===== src/rtl/ahb_mgr_pkg.sv =====
package ahb_mgr_pkg;

  // bus transfer type encodings
  typedef enum logic [1:0] {
    TR_IDLE   = 2'b00,
    TR_BUSY   = 2'b01,
    TR_NONSEQ = 2'b10,
    TR_SEQ    = 2'b11
  } htrans_e;

  localparam int SIZE_W = 3;

endpackage


===== src/rtl/mgr_addr_stage.sv =====
// Address-phase slot: holds one command on the bus until hready accepts it.
module mgr_addr_stage #(
  parameter int AW     = 32,
  parameter int DW     = 32,
  parameter int SZ_MAX = 2
) (
  input  logic          clk,
  input  logic          rst_n,
  input  logic          hready,
  input  logic          cmd_valid,
  input  logic          cmd_write,
  input  logic [2:0]    cmd_size,
  input  logic [AW-1:0] cmd_addr,
  input  logic [DW-1:0] cmd_wdata,
  output logic          cmd_ready,
  output logic          ap_valid,
  output logic [AW-1:0] ap_addr,
  output logic          ap_write,
  output logic [2:0]    ap_size,
  output logic [DW-1:0] ap_wdata
);

  localparam logic [2:0] SZ_TOP = 3'(SZ_MAX);

  logic          valid_q, valid_n;
  logic [AW-1:0] addr_q,  addr_n;
  logic          write_q, write_n;
  logic [2:0]    size_q,  size_n;
  logic [DW-1:0] wdata_q, wdata_n;
  logic          load;
  logic [2:0]    size_fit;

  // slot frees when empty or when the bus takes the current address
  assign cmd_ready = ~valid_q | hready;
  assign load      = cmd_ready & cmd_valid;
  assign size_fit  = (cmd_size > SZ_TOP) ? SZ_TOP : cmd_size;

  always_comb begin
    valid_n = valid_q;
    addr_n  = addr_q;
    write_n = write_q;
    size_n  = size_q;
    wdata_n = wdata_q;
    if (cmd_ready) begin
      valid_n = cmd_valid;
    end
    if (load) begin
      addr_n  = cmd_addr;
      write_n = cmd_write;
      size_n  = size_fit;
      wdata_n = cmd_wdata;
    end
  end

  always_ff @(posedge clk or negedge rst_n) begin
    if (!rst_n) begin
      valid_q <= 1'b0;
      addr_q  <= '0;
      write_q <= 1'b0;
      size_q  <= '0;
      wdata_q <= '0;
    end else begin
      valid_q <= valid_n;
      addr_q  <= addr_n;
      write_q <= write_n;
      size_q  <= size_n;
      wdata_q <= wdata_n;
    end
  end

  assign ap_valid = valid_q;
  assign ap_addr  = addr_q;
  assign ap_write = write_q;
  assign ap_size  = size_q;
  assign ap_wdata = wdata_q;

endmodule


===== src/rtl/mgr_lane_spread.sv =====
// Copies the low 2^size bytes of a value into every lane group of the bus.
module mgr_lane_spread #(
  parameter int DW = 32
) (
  input  logic [DW-1:0] din,
  input  logic [2:0]    size,
  output logic [DW-1:0] dout
);

  localparam int NB = DW / 8;
  localparam int LW = $clog2(NB);

  logic [LW-1:0] mask;

  assign mask = LW'((32'd1 << size) - 32'd1);

  for (genvar b = 0; b < NB; b++) begin : g_lane
    localparam logic [LW-1:0] BI = LW'(b);
    logic [LW-1:0] src;
    assign src              = BI & mask;
    assign dout[8*b +: 8]   = din[{src, 3'b000} +: 8];
  end

endmodule


===== src/rtl/mgr_lane_pick.sv =====
// Pulls the addressed lanes out of a full-width word and zero-extends them.
module mgr_lane_pick #(
  parameter int DW = 32,
  parameter int LW = 2
) (
  input  logic [DW-1:0] din,
  input  logic [2:0]    size,
  input  logic [LW-1:0] lo,
  output logic [DW-1:0] dout
);

  localparam int NB = DW / 8;

  logic [LW-1:0] mask;
  logic [LW-1:0] base;

  assign mask = LW'((32'd1 << size) - 32'd1);
  assign base = lo & ~mask;

  for (genvar b = 0; b < NB; b++) begin : g_lane
    localparam logic [LW-1:0] BI = LW'(b);
    logic [LW-1:0] sel;
    assign sel            = base + BI;
    assign dout[8*b +: 8] = (BI <= mask) ? din[{sel, 3'b000} +: 8] : 8'h00;
  end

endmodule


===== src/rtl/mgr_data_stage.sv =====
// Data-phase slot: drives held write data, captures read data on completion.
module mgr_data_stage #(
  parameter int DW = 32,
  parameter int LW = 2
) (
  input  logic          clk,
  input  logic          rst_n,
  input  logic          hready,
  input  logic          ap_valid,
  input  logic          ap_write,
  input  logic [2:0]    ap_size,
  input  logic [LW-1:0] ap_lo,
  input  logic [DW-1:0] ap_wdata,
  input  logic [DW-1:0] hrdata,
  output logic [DW-1:0] hwdata,
  output logic          rsp_valid,
  output logic [DW-1:0] rsp_rdata
);

  logic          dv_q,  dv_n;
  logic          dw_q,  dw_n;
  logic [2:0]    dsz_q, dsz_n;
  logic [LW-1:0] dlo_q, dlo_n;
  logic [DW-1:0] hwd_q, hwd_n;
  logic          rv_q,  rv_n;
  logic [DW-1:0] rd_q,  rd_n;

  logic [DW-1:0] spread_w;
  logic [DW-1:0] pick_w;
  logic          step;
  logic          rd_done;

  mgr_lane_spread #(.DW(DW)) u_spread (
    .din  (ap_wdata),
    .size (ap_size),
    .dout (spread_w)
  );

  mgr_lane_pick #(.DW(DW), .LW(LW)) u_pick (
    .din  (hrdata),
    .size (dsz_q),
    .lo   (dlo_q),
    .dout (pick_w)
  );

  assign step    = hready & ap_valid;
  assign rd_done = dv_q & ~dw_q & hready;

  always_comb begin
    dv_n  = dv_q;
    dw_n  = dw_q;
    dsz_n = dsz_q;
    dlo_n = dlo_q;
    hwd_n = hwd_q;
    rd_n  = rd_q;
    rv_n  = rd_done;
    if (hready) begin
      dv_n = ap_valid;
    end
    if (step) begin
      dw_n  = ap_write;
      dsz_n = ap_size;
      dlo_n = ap_lo;
    end
    // write data only changes when a new write enters its data phase
    if (step & ap_write) begin
      hwd_n = spread_w;
    end
    if (rd_done) begin
      rd_n = pick_w;
    end
  end

  always_ff @(posedge clk or negedge rst_n) begin
    if (!rst_n) begin
      dv_q  <= 1'b0;
      dw_q  <= 1'b0;
      dsz_q <= '0;
      dlo_q <= '0;
      hwd_q <= '0;
      rv_q  <= 1'b0;
      rd_q  <= '0;
    end else begin
      dv_q  <= dv_n;
      dw_q  <= dw_n;
      dsz_q <= dsz_n;
      dlo_q <= dlo_n;
      hwd_q <= hwd_n;
      rv_q  <= rv_n;
      rd_q  <= rd_n;
    end
  end

  assign hwdata    = hwd_q;
  assign rsp_valid = rv_q;
  assign rsp_rdata = rd_q;

endmodule


===== src/rtl/ahb_pipe_mgr.sv =====
module ahb_pipe_mgr
  import ahb_mgr_pkg::*;
#(
  parameter int AW = 32,
  parameter int DW = 32
) (
  input  logic          clk,
  input  logic          rst_n,
  input  logic          cmd_valid,
  output logic          cmd_ready,
  input  logic          cmd_write,
  input  logic [2:0]    cmd_size,
  input  logic [AW-1:0] cmd_addr,
  input  logic [DW-1:0] cmd_wdata,
  output logic          rsp_valid,
  output logic [DW-1:0] rsp_rdata,
  output logic [AW-1:0] haddr,
  output logic          hwrite,
  output logic [2:0]    hsize,
  output logic [1:0]    htrans,
  output logic [DW-1:0] hwdata,
  input  logic          hready,
  input  logic [DW-1:0] hrdata
);

  localparam int NB     = DW / 8;
  localparam int LW     = $clog2(NB);
  localparam int SZ_MAX = LW;

  logic          ap_valid;
  logic [AW-1:0] ap_addr;
  logic          ap_write;
  logic [2:0]    ap_size;
  logic [DW-1:0] ap_wdata;

  mgr_addr_stage #(.AW(AW), .DW(DW), .SZ_MAX(SZ_MAX)) u_addr (
    .clk       (clk),
    .rst_n     (rst_n),
    .hready    (hready),
    .cmd_valid (cmd_valid),
    .cmd_write (cmd_write),
    .cmd_size  (cmd_size),
    .cmd_addr  (cmd_addr),
    .cmd_wdata (cmd_wdata),
    .cmd_ready (cmd_ready),
    .ap_valid  (ap_valid),
    .ap_addr   (ap_addr),
    .ap_write  (ap_write),
    .ap_size   (ap_size),
    .ap_wdata  (ap_wdata)
  );

  mgr_data_stage #(.DW(DW), .LW(LW)) u_data (
    .clk       (clk),
    .rst_n     (rst_n),
    .hready    (hready),
    .ap_valid  (ap_valid),
    .ap_write  (ap_write),
    .ap_size   (ap_size),
    .ap_lo     (ap_addr[LW-1:0]),
    .ap_wdata  (ap_wdata),
    .hrdata    (hrdata),
    .hwdata    (hwdata),
    .rsp_valid (rsp_valid),
    .rsp_rdata (rsp_rdata)
  );

  assign haddr  = ap_addr;
  assign hwrite = ap_write;
  assign hsize  = ap_size;
  assign htrans = ap_valid ? TR_NONSEQ : TR_IDLE;

endmodule


===== config.mk =====
export PLATFORM = sky130hd
export DESIGN_NAME = ahb_pipe_mgr
export DESIGN_NICKNAME = d
export VERILOG_FILES = /design/src/rtl/ahb_mgr_pkg.sv /design/src/rtl/mgr_addr_stage.sv /design/src/rtl/mgr_lane_spread.sv /design/src/rtl/mgr_lane_pick.sv /design/src/rtl/mgr_data_stage.sv /design/src/rtl/ahb_pipe_mgr.sv
export SDC_FILE = /design/constraint.sdc
export NUM_CORES = 1
export LEC_CHECK = 0
export ABC_CLOCK_PERIOD_IN_PS = 2300
export BUFFER_PORTS_ARGS = -buffer_cell sky130_fd_sc_hd__buf_2
export CAP_MARGIN = 40
export CORE_MARGIN = 2
export CORE_UTILIZATION = 35
export CTS_CLUSTER_DIAMETER = 60
export DETAILED_ROUTE_END_ITERATION = 8
export PLACE_DENSITY = 0.64
export SLEW_MARGIN = 20
export SYNTH_ARGS = -nofsm -noshare
export SYNTH_HDL_FRONTEND = slang
export SYNTH_HIERARCHICAL = 1
export SYNTH_SLANG_ARGS = --single-unit

===== constraint.sdc =====
create_clock -name clk -period 2.3 [get_ports clk]
set_input_delay 0.115 -clock clk [delete_from_list [all_inputs] [get_ports clk]]
set_output_delay 0.115 -clock clk [all_outputs]
set_load 0.01 [all_outputs]

# Word level (Yosys, flattened, before mapping)
# Cells that the tools add are included.
# Widths: inputs -> output; s select.
# word_totals
in_bits,104
elab_cells,47
ramBits,0
regBits,141
n_memories,0
latch_bits,0
romBits,0
out_inout_bits,104
# classes
multipliers,0
muxes,6
shift,9
n_eq_ne,0
n_reduce_logical,0
magnitude_cmp,5
n_div,0
n_addsub,5
bitwise_logic,10
# ops
cell,n
$shiftx 32x6->8,6
$mux 8,4
$shiftx 32x5->8,1
$shl 1x3->2 const A,2
$and 1x1->1,5
$add 2x2->2 const B,2
$le 1x2->1 const A,2
$le 2x2->1 const A,2
$sub 2x1->2 const B,2
$gt 3x2->1 const B,1
$mux 3,1
$add 2x1->2 const B,1
$and 2x2->2,1
$mux 2,1
$not 1->1,2
$not 2->2,1
$or 1x1->1,1

# Depth between registers and ports, before layout
# logic_depth
depth_word,7
depth_mapped,9
ltp_nobuf,7

# Cells and area by module
# Netlist, hierarchy kept.
# modules_own_cells
mod,n_inst,area_per_inst_um2,cells_each
mgr_addr_stage,1,2688.8,151
mgr_data_stage,1,2656.3,154
mgr_lane_pick,1,792.0,102
mgr_lane_spread,1,474.2,56
ahb_pipe_mgr,1,18.8,3

# Least setup slack after synthesis
# Ideal clock, no wire load.
# synth_path
path_type,flip-flop to flip-flop
from,register u_data.dsz_q[1]
to,register u_data.rd_q[24] (netlist: u_data/rsp_rdata[24])
required_time_ps,2175
period_less_slack_ps,2192
stages_incl_launch_ff,9
setup_ps,125
setup_slack_ps,108
path_buffers,2
t_arrival_ps,2067
path_cell_list,dfrtp_1 nor3_1 ha_1 nor2b_1 buf_2 buf_4 mux2i_1 o22ai_1 mux2_2
# synth_between
elab_chain_len,7
word_cells_on_any_way,8
classes_between,2 x add/sub; 1 x order compare; 2 x shift; 1 x mux; 2 x bitwise
# synth_rtl
item,line_no,text
"start, declared",mgr_data_stage.sv:22,"logic [2:0] dsz_q, dsz_n;"
"start signal, assigned",mgr_data_stage.sv:86,dsz_q <= dsz_n;
$shl 1x3->2 (*),mgr_lane_pick.sv:17,assign mask = LW'((32'd1 << size) - 32'd1);
$sub 2x1->2 (*),mgr_lane_pick.sv:17,
$not 2->2,mgr_lane_pick.sv:18,assign base = lo & ~mask;
$and 2x2->2,mgr_lane_pick.sv:18,
$add 2x2->2,mgr_lane_pick.sv:23,assign sel = base + BI;
$shiftx 32x6->8,mgr_lane_pick.sv:24,"assign dout[8*b +: 8] = (BI <= mask) ? din[{sel, 3'b000} +: 8] : 8'h00;"
$mux 8 (*),mgr_lane_pick.sv:24,
named net u_data.pick_w[24],mgr_data_stage.sv:29,logic [DW-1:0] pick_w;
"end signal, assigned",mgr_data_stage.sv:90,rd_q <= rd_n;
"end, declared",mgr_data_stage.sv:26,"logic [DW-1:0] rd_q, rd_n;"
# Mark *: on every way through the listed nets, which the timed path passes. The rest lies on a longest branch.
# A chain may end at the register's enable or synchronous reset.

# Worst setup path after layout
# layout_path
from,register u_data.dsz_q[1]
to,register u_data.rd_q[13] (netlist: u_data/rsp_rdata[13])
# layout_between
elab_chain_len,7
word_cells_on_any_way,8
classes_between,2 x add/sub; 1 x order compare; 2 x shift; 1 x mux; 2 x bitwise
# layout_rtl
item,line_no
$shl 1x3->2 (*),mgr_lane_pick.sv:17
$sub 2x1->2 (*),mgr_lane_pick.sv:17
$not 2->2,mgr_lane_pick.sv:18
$and 2x2->2,mgr_lane_pick.sv:18
$add 2x1->2,mgr_lane_pick.sv:23
$shiftx 32x6->8,mgr_lane_pick.sv:24
$mux 8 (*),mgr_lane_pick.sv:24
named net u_data.pick_w[13],mgr_data_stage.sv:29
# Marks and branches as above.

==> results by group <==
CTS
  • H-tree levels: 4
  • CTS tree: built
  • Clock Tree Buf Depth: 2
  • Root buffer cell: clkbuf_16
  • Clock Sinks: 141
  • Clock-pin slew on the worst setup and hold paths: 60 ps
  • Inserted Clock Buffers: 17
  • Setup bufs post-CTS: 0
  • Clock Latency Late Sink: 420 ps

STA
  • Final setup vio count: 0
  • Slew of the pin with the lowest slew margin: 533 ps
  • Setup TNS: 0 ps
  • Post-route setup slack: 98.0 ps
  • Clock skew: 7.63 ps
  • RSZ-0062 raised after global routing: no
  • Final Hold Fails: 0
  • Min cycle time layout: 2200 ps
  • FMAX: 454 MHz
  • Final period util: 95.7%
  • Pins over their slew limit: 0
  • Worst rel slew slack: ~64%

Setup path
  • Critical path's largest stage delay: 450 ps
  • Crit Path Class: flop to flop
  • Buffer and inverter count on the worst path: 1
  • WP data arrival: around 2500 ps
  • Worst path slowest cell: dfrtp_1
  • Largest delay contributor family on the critical path: multiplexers
  • Data required, critical path: 2600 ps
  • Critical path peak fanout: 8
  • Critical path launch point type: flop
  • Worst path cell trace: nor2_1 -> nand2_1 -> ha_2 -> nand2b_1 -> buf_4 -> mux2i_1 -> o22ai_1 -> mux2_2
  • CP endpoint kind: flop

Drt
  • Total wire length: between 15000 and 20000 µm
  • Vias/cell: slightly below 5
  • Wire length per cell: 17.7 µm
  • Number of routed nets with antenna violations: 0
  • DRC viols: 0
  • DR vias: about 4800
  • First drt pass iteration count: 4
  • DR iter-0 viols: between 150 and 200

GRT
  • Vias in the first global route: around 5500
  • Largest net degree at the start of global routing: 81
  • GRT Resource Usage Total: between 10% and 20%
  • Initial antenna violation count: 0
  • Remaining Overflow, GRT: 0
  • First-pass GRT wire length: 27400 µm

Power and ir drop
  • Leakage: 4.41 nW
  • VDD IR max: 0.000512 V
  • Overall power: roughly 9 mW
  • Cell Pwr Density: 993 nW/µm²

Synthesis
  • Mapped Cells: 466
  • Yosys reg bits: roughly 140
  • Top cells by count, synth: dfrtp_1, mux2_2, mux2i_1
  • Synthesized area: 6630 µm²
  • Synth top area cells: dfrtp_1, mux2_2, mux2i_1, mux2_4, buf_4
  • Post-synth ARST share: 100%
  • Synthesized area per cell: approximately 14 µm²
  • Post-synth EDFFs: 0
  • Ys flop type: dfrtp_1
  • Synth area leader: dfrtp_1
  • Syn Nets: 572
  • Top cell type's share of synthesized area: 53.2%
  • Most frequent cell after synthesis: dfrtp_1
  • Synthesis Warnings: 6
  • Post-synth cell types: 32
  • Sequential area share after synthesis: 53.2%

Run status
  • Outcome: finished, final reports clean

Floorplan
  • I/O pins: 208
  • CORE AREA: ~19000 µm²
  • Row count: 50
  • Starting Density: 35.6%
  • DIE HEIGHT: 142 µm
  • Die area: 20100 µm²
  • Chip width: 142 µm

Final layout
  • # fillers: roughly 1600
  • Nets@finish: 849
  • Final Core Density: 49.4%
  • Area Overhead vs Synth: 38.9%
  • Post-route cell area: approximately 9200 µm²
  • Ant diodes: 0
  • Share of layout cells above drive strength 1: between 50 and 60%

Placement
  • Dpl ws: 82.5 ps
  • I/O Buffers: around 200
  • Placer Congestion: 0.847
  • Hpwl dp: 11800 µm
  • Dpl cell area: around 7900 µm²

Job
  • Max-cap viol count: 0

Worst hold path
  • Worst min-delay path class: input pin to flop
-- through the flow --
stage | cells | hold WS, ps
6_report | 990 | 40.6
5_1_grt | 990 | 46.1
4_1_cts | 989 | 6.02
3_5_place_dp | 888 | 212
3_3_place_gp | 888 | 202
2_1_floorplan | 466 | -181
-- registers in the layout, summed over array words and instances, names as in the netlist, 2 cells and up --
register,cells
u_addr/ap_size,3
u_data/dlo_q,2
u_data/hwdata,32
u_addr/ap_wdata,32
u_data/rsp_rdata,32
u_addr/ap_addr,32
u_data/dsz_q,3
-- cell type report --
class,instances,area [µm²],area share (%)
Clock buffer,19,443,4.81
Timing Repair Buffer,294,1930,21.0
Sequential cell,141,3530,38.3
Multi-Input combinational cell,285,2850,30.9
Tap cell,234,293,3.18
Clock inverter,13,154,1.67
Inverter,4,15.0,0.163
-- cell families after synthesis --
family | after synthesis | synth area share, %
adders and majority gates | 2 | 0.377
DFF | 141 | 53.2
buffers and inverters | 40 | 4.21
AOI/OAI and AO/OA | 44 | 4.02
other | 1 | 0.0566
and+or+nand+nor | 39 | 3.55
muxes | 199 | 34.6
-- power by group --
part / internal, mW / switching (mW)
Clock: 1.65 / 1.12
Sequential: 3.19 / 0.428
Combinational: 1.47 / 1.29
Total: 6.31 / 2.84
-- routing by layer --
metal,routed length (µm),GRT usage (%)
met5,0,0
met4,362,7.05
met3,1220,4.83
met2,8570,29.7
met1,7330,21.2
-- final timing paths --
path	startpoint	end	cells after the start	slack [ps]
max in group asynchronous	rst_n	u_data/hwdata[7]	4	1410
setup / recovery	u_data/dsz_q[1]	u_data/rsp_rdata[13]	8	100
min in group asynchronous	rst_n	u_data/rsp_rdata[10]	2	60
hold / removal	cmd_size[1]	u_addr/ap_size[0]	4	40
setup reg to reg	u_data/dsz_q[1]	u_data/rsp_rdata[13]	8	100
hold reg to reg	u_data/dw_q	u_data/dw_q	1	480
-- worst min-delay path, delay by kind of cell --
| kind | cells | cell delay (ps) |
|---|---|---|
| muxes | 1 | 70 |
| and+or+nand+nor | 2 | 140 |
| buffers and inverters | 1 | 80 |
-- what timing repair did --
item                                    CTS  global route
endpoints found under the setup margin    0            24
gates resized for setup                   0             5
hold buffers                             69             0
hold endpoints to repair                147             0
-- placed cells by master (no fill, tap or decap), drive strengths merged --
cell,Yosys,layout
a21boi,8,8
nand3b,1,1
mux2i,49,49
bufinv,0,2
nor4b,1,1
conb,1,1
clkinv,0,3
a31oi,1,1
clkbuf,1,19
buf,35,225
o21ai,17,17
or2,1,1
nand2b,5,5
nor2b,1,1
a21bo,1,1
inv,4,10
mux2,150,150
dlygate4sd3,0,69
nand2,22,22
a21oi,1,1
nor2,3,3
clkinvlp,0,2
o22ai,16,16
and2,1,1
nand3,1,1
or4b,1,1
nor3,2,2
ha,2,2
dfrtp,141,141
(Power assumes the default switching activity.)
